<file path="src/rtl/brg_perr_pkg.sv">
package brg_perr_pkg;

   typedef enum logic [1:0] {
      XK_READ    = 2'b00,
      XK_POSTED  = 2'b01,
      XK_DELAYED = 2'b10,
      XK_RSVD    = 2'b11
   } xact_kind_e;

   localparam int unsigned ST_COUNT = 3;
   localparam int unsigned ST_DPD   = 0;
   localparam int unsigned ST_DPE   = 1;
   localparam int unsigned ST_SSE   = 2;

endpackage

</file>
<file path="src/rtl/brg_perr_decode.sv">
module brg_perr_decode
   import brg_perr_pkg::*;
#(
   parameter int unsigned STAT_W = ST_COUNT
) (
   input  logic              evt_valid,
   input  xact_kind_e        evt_kind,
   input  logic              evt_up,
   input  logic              evt_on_sec,
   input  logic              tgt_perr,
   input  logic              err_fwd,
   input  logic              cfg_pri_perr_rsp,
   input  logic              cfg_serr_en,
   input  logic              cfg_sec_perr_rsp,
   output logic [STAT_W-1:0] set_req,
   output logic              serr_fire
);

   logic known_kind;
   logic is_write;
   logic is_read;
   logic up_tgt_err;
   logic dpe_hit;

   always_comb begin
      known_kind = evt_valid && (evt_kind != XK_RSVD);
      is_read    = (evt_kind == XK_READ);
      is_write   = (evt_kind == XK_POSTED) || (evt_kind == XK_DELAYED);
      // target on primary flagged bad data on an upstream write
      up_tgt_err = known_kind && is_write && evt_up && tgt_perr;
      // bridge itself saw bad parity on primary for counted kinds
      dpe_hit    = known_kind && !evt_on_sec &&
                   ((is_read && evt_up) || (is_write && !evt_up));
      serr_fire  = up_tgt_err && cfg_pri_perr_rsp && cfg_serr_en &&
                   cfg_sec_perr_rsp && !err_fwd;
      set_req            = '0;
      set_req[ST_DPD]    = up_tgt_err && cfg_pri_perr_rsp;
      set_req[ST_DPE]    = dpe_hit;
      set_req[ST_SSE]    = serr_fire;
   end

endmodule

</file>
<file path="src/rtl/brg_perr_sticky.sv">
module brg_perr_sticky #(
   parameter int unsigned STAT_W = 3
) (
   input  logic              clk,
   input  logic              rst_n,
   input  logic [STAT_W-1:0] set_req,
   input  logic              clr_we,
   input  logic [STAT_W-1:0] clr_mask,
   output logic [STAT_W-1:0] stat_q
);

   for (genvar gi = 0; gi < STAT_W; gi++) begin : g_flag
      logic clr_hit;
      assign clr_hit = clr_we && clr_mask[gi];

      always_ff @(posedge clk) begin
         if (!rst_n)
            stat_q[gi] <= 1'b0;
         else
            stat_q[gi] <= set_req[gi] || (stat_q[gi] && !clr_hit);
      end

      AST_FLAG_HOLDS: assert property (@(posedge clk) disable iff (!rst_n)
         stat_q[gi] && !clr_hit |=> stat_q[gi]);
      AST_SET_BEATS_CLEAR: assert property (@(posedge clk) disable iff (!rst_n)
         set_req[gi] |=> stat_q[gi]);
   end

endmodule

</file>
<file path="src/rtl/brg_perr_serr_drv.sv">
module brg_perr_serr_drv (
   input  logic clk,
   input  logic rst_n,
   input  logic fire,
   output logic serr_n
);

   always_ff @(posedge clk) begin
      if (!rst_n)
         serr_n <= 1'b1;
      else
         serr_n <= !fire;
   end

   AST_SERR_HAS_CAUSE: assert property (@(posedge clk) disable iff (!rst_n)
      !serr_n |-> $past(fire));
   AST_SERR_RELEASES: assert property (@(posedge clk) disable iff (!rst_n)
      !fire |=> serr_n);

endmodule

</file>
<file path="src/rtl/brg_perr_report.sv">
module brg_perr_report
   import brg_perr_pkg::*;
#(
   parameter int unsigned KIND_W = 2,
   parameter int unsigned STAT_W = ST_COUNT
) (
   input  logic              clk,
   input  logic              rst_n,
   input  logic              evt_valid,
   input  logic [KIND_W-1:0] evt_kind,
   input  logic              evt_up,
   input  logic              evt_on_sec,
   input  logic              tgt_perr,
   input  logic              err_fwd,
   input  logic              cfg_pri_perr_rsp,
   input  logic              cfg_serr_en,
   input  logic              cfg_sec_perr_rsp,
   input  logic              sw_clr_we,
   input  logic [STAT_W-1:0] sw_clr_mask,
   output logic [STAT_W-1:0] status,
   output logic              serr_n
);

   localparam int unsigned KIND_EXPECT = $bits(xact_kind_e);

   if (KIND_W != KIND_EXPECT) begin : g_bad_kind_w
      $error("KIND_W must match the transaction kind encoding width");
   end
   if (STAT_W != ST_COUNT) begin : g_bad_stat_w
      $error("STAT_W must equal the number of status flags");
   end

   logic [STAT_W-1:0] set_req;
   logic              serr_fire;

   brg_perr_decode #(.STAT_W(STAT_W)) i_decode (
      .evt_valid        (evt_valid),
      .evt_kind         (xact_kind_e'(evt_kind)),
      .evt_up           (evt_up),
      .evt_on_sec       (evt_on_sec),
      .tgt_perr         (tgt_perr),
      .err_fwd          (err_fwd),
      .cfg_pri_perr_rsp (cfg_pri_perr_rsp),
      .cfg_serr_en      (cfg_serr_en),
      .cfg_sec_perr_rsp (cfg_sec_perr_rsp),
      .set_req          (set_req),
      .serr_fire        (serr_fire)
   );

   brg_perr_sticky #(.STAT_W(STAT_W)) i_sticky (
      .clk      (clk),
      .rst_n    (rst_n),
      .set_req  (set_req),
      .clr_we   (sw_clr_we),
      .clr_mask (sw_clr_mask),
      .stat_q   (status)
   );

   brg_perr_serr_drv i_serr (
      .clk    (clk),
      .rst_n  (rst_n),
      .fire   (serr_fire),
      .serr_n (serr_n)
   );

   AST_SERR_FLAGGED: assert property (@(posedge clk) disable iff (!rst_n)
      !serr_n |-> status[ST_SSE]);
   AST_NO_SERR_FORWARDED: assert property (@(posedge clk) disable iff (!rst_n)
      !serr_n |-> $past(evt_valid && !err_fwd));
   AST_DPE_FROM_PRIMARY: assert property (@(posedge clk) disable iff (!rst_n)
      status[ST_DPE] && !$past(status[ST_DPE]) |-> $past(evt_valid && !evt_on_sec));

endmodule

</file>
<file path="config.mk">
export PLATFORM = sky130hd
export DESIGN_NAME = brg_perr_report
export DESIGN_NICKNAME = d
export VERILOG_FILES = /design/src/rtl/brg_perr_pkg.sv /design/src/rtl/brg_perr_decode.sv /design/src/rtl/brg_perr_sticky.sv /design/src/rtl/brg_perr_serr_drv.sv /design/src/rtl/brg_perr_report.sv
export SDC_FILE = /design/constraint.sdc
export NUM_CORES = 1
export LEC_CHECK = 0
export BUFFER_PORTS_ARGS = -buffer_cell sky130_fd_sc_hd__buf_2
export CORE_AREA = 2 2 39 41
export CTS_BUF_LIST = sky130_fd_sc_hd__clkbuf_16
export DETAILED_ROUTE_END_ITERATION = 10
export DIE_AREA = 0 0 41 43
export PLACE_DENSITY_LB_ADDON = 0.2
export SLEW_MARGIN = 20
export SYNTH_ARGS = -nofsm -noshare
export SYNTH_HDL_FRONTEND = slang
export SYNTH_SLANG_ARGS = --single-unit
export TNS_END_PERCENT = 30
</file>
<file path="constraint.sdc">
create_clock -name clk -period 0.9 [get_ports clk]
set_clock_uncertainty 0.1 [all_clocks]
set_input_delay 0.09 -clock clk [delete_from_list [all_inputs] [get_ports clk]]
set_output_delay 0.09 -clock clk [all_outputs]
set_load 0.01 [all_outputs]
</file>
==> run_results.csv, run 1 <==
group,metric,value,unit
status,status,"finished, final reports clean",
clock_tree,post_cts_buffers,0,
sta,max_freq,1172,MHz
grt,grt_pass1_wl,828,um
worst_setup_path,worstPathMaxFanout,2,
min_path,hold_path_class,"input port to register",
floorplanning,die_h,43,um
logic_synthesis,syn_area,209.0,um^2
detailed_routing,ant_nets,0,
sta,worst_pin_slew,0.1536,ns
power,p_leak,0.2062,nW
detailed_routing,drt_iter0_markers,0,
logic_synthesis,ys_top_cells_by_area,"dfxtp_1 38%, ha_1 12%, a21boi_0 7.2%",
grt,grt_pass1_vias,220,
power,ir_drop,0.8360,mV
logic_synthesis,synthFlopType,"dfxtp_1",
floorplanning,boundaryPins,20,
clock_tree,cts_inserted_buffers,3,
sta,rsz0062_at_grt,"no",
clock_tree,cts.clk_slew.worst_paths,0.03,ns
min_path,min-delay-start,"rst_n",
logic_synthesis,synth_cells,21,
clock_tree,cts_buffer_depth,2,
worst_setup_path,cpLargestDelayFamily,"flip-flops",
worst_setup_path,critPathMaxStageDelay,0.31,ns
detailed_routing,wirelength,498,um
sta,setup_tns,0,ns
detailed_routing,vias,232,
clock_tree,clk_latency,0.22,ns
logic_synthesis,synth_top_area_share,38.32,%
clock_tree,cts_root_buf,"clkbuf_16",
placement,io_buffers,19,
placement,gp_congestion,0.6885,
grt,track_usage,7.608,%
power,power_density,2231,mW/mm^2
finish,fin_nets,63,
clock_tree,tritoncts,"done",
worst_setup_path,cp_num_buf_inv,1,
detailed_routing,firstDrtPassIters,1,
floorplanning,start_util,15.10,%
worst_setup_path,critical_path_class,"register to output port",
sta,finalSetupViolCount,0,
sta,period_needed,0.8536,ns
power,switching_share,15.27,%
logic_synthesis,avgSynthCellArea,9.950,um^2
worst_setup_path,rr_startpoint,"i_sticky.stat_q[1]",
worst_setup_path,required,0.71,ns
clock_tree,htreeDepth,1,
sta,hold_violations,0,
power,power.share.clock,72.2,%
power,pwr-share-seq,19.5,%
floorplanning,dieArea,0.001763,mm^2
finish,syn_to_final_growth,100.6,%
sta,period_share,94.84,%
logic_synthesis,yosysTopAreaCell,"dfxtp_1",
clock_tree,numClockSinks,4,
logic_synthesis,yosysUniqueCellTypes,13,
worst_setup_path,startpoint_type,"register",
logic_synthesis,yosysWarnings,0,
logic_synthesis,ys_ff_latch,4,
floorplanning,core-area,0.001384,mm^2
logic_synthesis,synth_edf_count,0,
detailed_routing,vias_per_cell,3.932,
worst_setup_path,cp_slowest_cell,"dfxtp_1",
job,maxCapViolCount,0,
sta,whs,0.02769,ns
grt,grt_max_degree,5,
worst_setup_path,crit_start,"i_sticky.stat_q[2]",
sta,setup_ws,0.04642,ns
power,comb_power_share,8.3,%
worst_setup_path,cp_cell_sequence,"buf_2",
logic_synthesis,synth.most_common_cell,"dfxtp_1",
grt,overflow,0,
floorplanning,die_w,41,um
finish,n_fill_cell,159,
detailed_routing,drc,0,
sta,maxSlewHeadroom,89.47,%
placement,dp_hpwl,442.9,um
power,total_power,0.9351,mW
logic_synthesis,synth_seq_area_share,38.32,%
worst_setup_path,cp.arrival,0.66,ns
worst_setup_path,end_kind,"output port",
grt,antenna_found_initial,0,
detailed_routing,wl_per_cell,8.441,um
sta,final_max_slew_viol_count,0,
placement,pre_cts_ws,-0.1699,ns
power,power.internal,0.7923,mW
logic_synthesis,syn_nets,39,
power,p_sw,0.1428,mW
floorplanning,rows,14,
finish,drive_gt1_share,62.79,%
finish,n_antenna_cell,0,
logic_synthesis,synth_async_sr_flop_share,0,%
==> worst paths after layout <==
path	end	slack [ns]	depth (start not counted)
setup reg to reg	i_sticky.stat_q[1]	0.09	2
hold reg to reg	i_sticky.stat_q[2]	0.39	1
setup / recovery	status[2]	0.05	1
hold / removal	i_sticky.stat_q[0]	0.03	2
==> stage by stage <==
step	instances	util, %	area [um^2]
finish	59	30.29	419.2
global route	59	30.29	419.2
CTS	59	29.75	411.6
detailed placement	56	24.32	336.6
global placement	56	24.32	336.6
floorplan	21	-	221.5
==> layout by cell type, fill, tap and decap left out <==
cell type  count
and4b_1        1
inv_2          1
a21boi_0       2
nand2_1        2
buf_2         19
nand4_1        1
o21a_1         2
ha_4           1
clkbuf_16      3
a32o_1         1
mux2i_1        1
dfxtp_1        4
nor3_2         1
ha_1           1
inv_1          1
nor2_2         1
nand2b_4       1
==> final cells by class <==
type / instances / area (um^2) / area share [%]
clock buffer: 3 / 75.07 / 17.91
inverter: 2 / 7.507 / 1.791
multi-input combinational: 15 / 141.4 / 33.73
sequential: 4 / 80.08 / 19.10
tap: 16 / 20.02 / 4.776
timing repair buffer: 19 / 95.09 / 22.69
==> state kept, by name (all words and copies together), names as in the netlist <==
signal	count
i_sticky.stat_q	3
i_serr.serr_n	1
==> cells by family after synthesis <==
logic type	synth area share (%)
fa+ha+maj	11.97
compound gates	19.16
simple gates	22.15
mux	4.791
buf+inv	3.594
flops	38.32
==> power by group through the flow <==
stage	clock network (mW)	logic, mW	registers [mW]
3_3_place_gp	0	0.0756	0.185
2_1_floorplan	0	0.0290	0.186
4_1_cts	0.687	0.0754	0.183
3_5_place_dp	0	0.0749	0.185
5_1_grt	0.708	0.0870	0.183
6_report	0.675	0.0774	0.182
==> metal layers <==
| layer | share of wire (%) | track usage (%) | vias up |
|---|---|---|---|
| met5 | 0 | 0 | - |
| met4 | 4.4 | 6.000 | 0 |
| met3 | 1.2 | 4.712 | 2 |
| met2 | 58 | 12.19 | 4 |
| met1 | 36 | 6.051 | 107 |
| li1 | - | - | 119 |
==> repair_timing <==
action | 4_1_cts | 5_1_grt
endpoints found under the hold margin | 0 | 0
endpoints found under the setup margin | 0 | 4
gates resized for setup | 0 | 2
hold buffers | 0 | 0
Power figures use the tool's default switching activity.
==> run 2, diff against run 1 <==
- GPL_TIMING_DRIVEN: not set -> 0
- SYNTH_HIERARCHICAL: not set -> 1
==> run 2 against run 1 <==
Effect of this change:
- the flow now finishes with violations (negative setup slack)
- design area increased by 30%
- register-to-register slack improved by 0.11 ns
- first-iteration DRC count increased by 3
- clock power increased by 1%
- highest routed layer is now met3
- synthesized area increased by 11%
- maximum frequency decreased by 26%
==> run_results.csv, run 2 <==
group,metric,value,unit
logic_synthesis,ys_top_cells_by_area,"dfxtp_1 35%, ha_1 11%, a31oi_1 8.1%",
detailed_routing,vias,294,
logic_synthesis,synth_cells,27,
worst_setup_path,cp_num_cells,8,
logic_synthesis,synth_compound_area_share,14.59,%
min_path,hold_depth,3,
detailed_routing,wl_met2,369,um
clock_tree,cts_inserted_buffers,3,
sta,worst_pin_slew,0.2214,ns
clock_tree,cts_root_buf,"clkbuf_16",
placement,gp_congestion,0.5996,
logic_synthesis,yosysWarnings,6,
detailed_routing,wl_met1,266,um
status,violations,"negative setup slack",
floorplanning,rows,14,
worst_setup_path,critPathMaxStageDelay,0.27,ns
logic_synthesis,ys_ff_latch,4,
logic_synthesis,synthFlopType,"dfxtp_1",
detailed_routing,wl_per_cell,9.653,um
power,ir_drop,0.4987,mV
sta,setup_ws,-0.2503,ns
grt,grt_max_degree,5,
detailed_routing,drc,0,
logic_synthesis,synth_edf_count,0,
floorplanning,die_w,41,um
sta,max_freq,869.4,MHz
logic_synthesis,synth_common_cells,"5 x inv_1, 4 x dfxtp_1, 3 x a31oi_1, 3 x o21ai_1",
worst_setup_path,worstPathMaxFanout,2,
logic_synthesis,synth_async_sr_flop_share,0,%
logic_synthesis,syn_nets,45,
worst_setup_path,cp_slowest_cell,"nor4_4",
finish,top_regs,"i_sticky/stat_q: 3 flops, i_serr/serr_n: 1 flops",
finish,largest_reg_flops,3,
finish,layout_commonest_cell,"buf_2",
logic_synthesis,synth_top_area_share,34.59,%
sta,hold_violations,0,
worst_setup_path,cp.arrival,1.20,ns
finish,final_cell_mix,"17 x buf_2, 5 x dlygate4sd3_1, 4 x buf_4, 4 x dfxtp_1",
power,total_power,0.9847,mW
floorplanning,die_h,43,um
worst_setup_path,cp_num_buf_inv,3,
grt,grt_pass1_wl,1062,um
clock_tree,numClockSinks,4,
sta,final_max_slew_viol_count,0,
logic_synthesis,syn_area,231.5,um^2
detailed_routing,drt_iter0_markers,3,
logic_synthesis,yosysTopAreaCell,"dfxtp_1",
placement,io_buffers,19,
power,power_density,1813,mW/mm^2
grt,grt_pass1_vias,297,
grt,overflow,0,
clock_tree,htreeDepth,1,
worst_setup_path,critical_path_class,"input port to register",
sta,maxSlewHeadroom,85.13,%
logic_synthesis,synth_simple_gate_area_share,21.08,%
detailed_routing,wl_met3,60,um
detailed_routing,vias_per_cell,4.083,
logic_synthesis,synthMuxAreaShare,4.324,%
finish,syn_to_final_growth,134.6,%
detailed_routing,wirelength,695,um
sta,whs,0.04894,ns
finish,fin_nets,76,
worst_setup_path,cpLargestDelayFamily,"simple AND/OR/NAND/NOR gates",
clock_tree,clk_latency,0.22,ns
grt,antenna_found_initial,0,
floorplanning,core-area,0.001384,mm^2
job,maxCapViolCount,0,
worst_setup_path,required,0.95,ns
sta,finalSetupViolCount,4,
min_path,hold_path_class,"input port to register",
finish,n_antenna_cell,0,
clock_tree,tritoncts,"done",
worst_setup_path,end_kind,"register",
clock_tree,cts_buffer_depth,2,
finish,top_register,"i_sticky/stat_q",
floorplanning,boundaryPins,20,
logic_synthesis,synth_fa_ha_area_share,10.81,%
power,p_leak,0.2508,nW
logic_synthesis,synth.most_common_cell,"inv_1",
logic_synthesis,avgSynthCellArea,8.573,um^2
worst_setup_path,startpoint_type,"input port",
floorplanning,dieArea,0.001763,mm^2
placement,dp_hpwl,478.8,um
sta,rsz0062_at_grt,"yes",
status,status,"finished, violations left",
placement,pre_cts_ws,-0.5424,ns
clock_tree,cts.clk_slew.worst_paths,0.03,ns
detailed_routing,ant_nets,0,
detailed_routing,dr.max_layer_used,"met3",
floorplanning,start_util,16.73,%
detailed_routing,firstDrtPassIters,4,
logic_synthesis,synth_xor_area_share,0,%
worst_setup_path,reg2reg_depth,2,
logic_synthesis,synth_top_family_by_area,"simple AND/OR/NAND/NOR gates",
worst_setup_path,cp_cell_sequence,"buf_8 -> inv_4 -> ha_4 -> nand4_1 -> nor4_4 -> buf_4 -> o21ai_1 -> a31oi_1",
logic_synthesis,yosysUniqueCellTypes,13,
grt,track_usage,9.209,%
sta,period_needed,1.150,ns
finish,drive_gt1_share,58.93,%
sta,period_share,127.8,%
logic_synthesis,synth_seq_area_share,34.59,%
[run 2: metrics by stage]
| step | TNS (ns) | cell area [um^2] | instances | utilization, % |
|---|---|---|---|---|
| after global routing | -0.9480 | 543.0 | 72 | 39.24 |
| after global placement | -1.449 | 346.6 | 62 | 25.05 |
| final | -0.5877 | 543.0 | 72 | 39.24 |
| after detailed placement | -1.551 | 346.6 | 62 | 25.05 |
| after floorplan | -0.6847 | 231.5 | 27 | - |
| after CTS | -0.6530 | 524.3 | 72 | 37.88 |
[run 2: logic make-up (layout without fill, tap and decap cells)]
logic type                 after synthesis  count (layout)
DFF                                      4               4
and+or+nand+nor                          7               7
buffers and inverters                    7              36
adders and majority gates                2               2
muxes                                    1               1
AOI/OAI and AO/OA                        6               6
[run 2: worst paths after layout]
kind	start	endpoint	slack [ns]
setup reg to reg	i_sticky/stat_q[0]	i_sticky/stat_q[0]	0.20
hold / removal	rst_n	i_sticky/stat_q[1]	0.05
hold reg to reg	i_sticky/stat_q[1]	i_sticky/stat_q[1]	0.40
setup / recovery	evt_kind[1]	i_sticky/stat_q[2]	-0.25
[run 2: layout make-up]
type / instances / area (um^2)
Tap cell: 16 / 20.02
Clock buffer: 3 / 75.07
Buffer: 2 / 15.01
Fill cell: 146 / 840.8
Timing Repair Buffer: 26 / 180.2
Sequential cell: 4 / 80.08
Inverter: 5 / 23.77
Multi-Input combinational cell: 16 / 148.9
[run 2: where the power goes]
part	leakage, nW	switching, mW	internal [mW]	total (mW)
Sequential	0.0323	0.00107	0.181	0.182
Combinational	0.182	0.0470	0.0717	0.119
Clock	0.0370	0.117	0.567	0.684
Total	0.251	0.165	0.820	0.985
[run 2: repair_timing]
| item | CTS | global route |
|---|---|---|
| endpoints found under the hold margin | 4 | 0 |
| endpoints found under the setup margin | 4 | 4 |
| hold buffers | 5 | 0 |
| pin swaps | 2 | 2 |
| setup buffers | 2 | 0 |
| resized for setup | 9 | 4 |
[run 2: metal layers]
layer  GRT usage (%)  vias to the layer above
li1                -                      148
met1           9.554                      128
met2           14.69                       18
met3           1.571                        0
met4           8.000                        0
met5               0                        -
[run 2: worst reg2reg max path: cells and delay by family (launching register included)]
kind / cells / cell delay [ns]
AO/OA/AOI/OAI: 2 / 0.20
flip-flops: 1 / 0.32
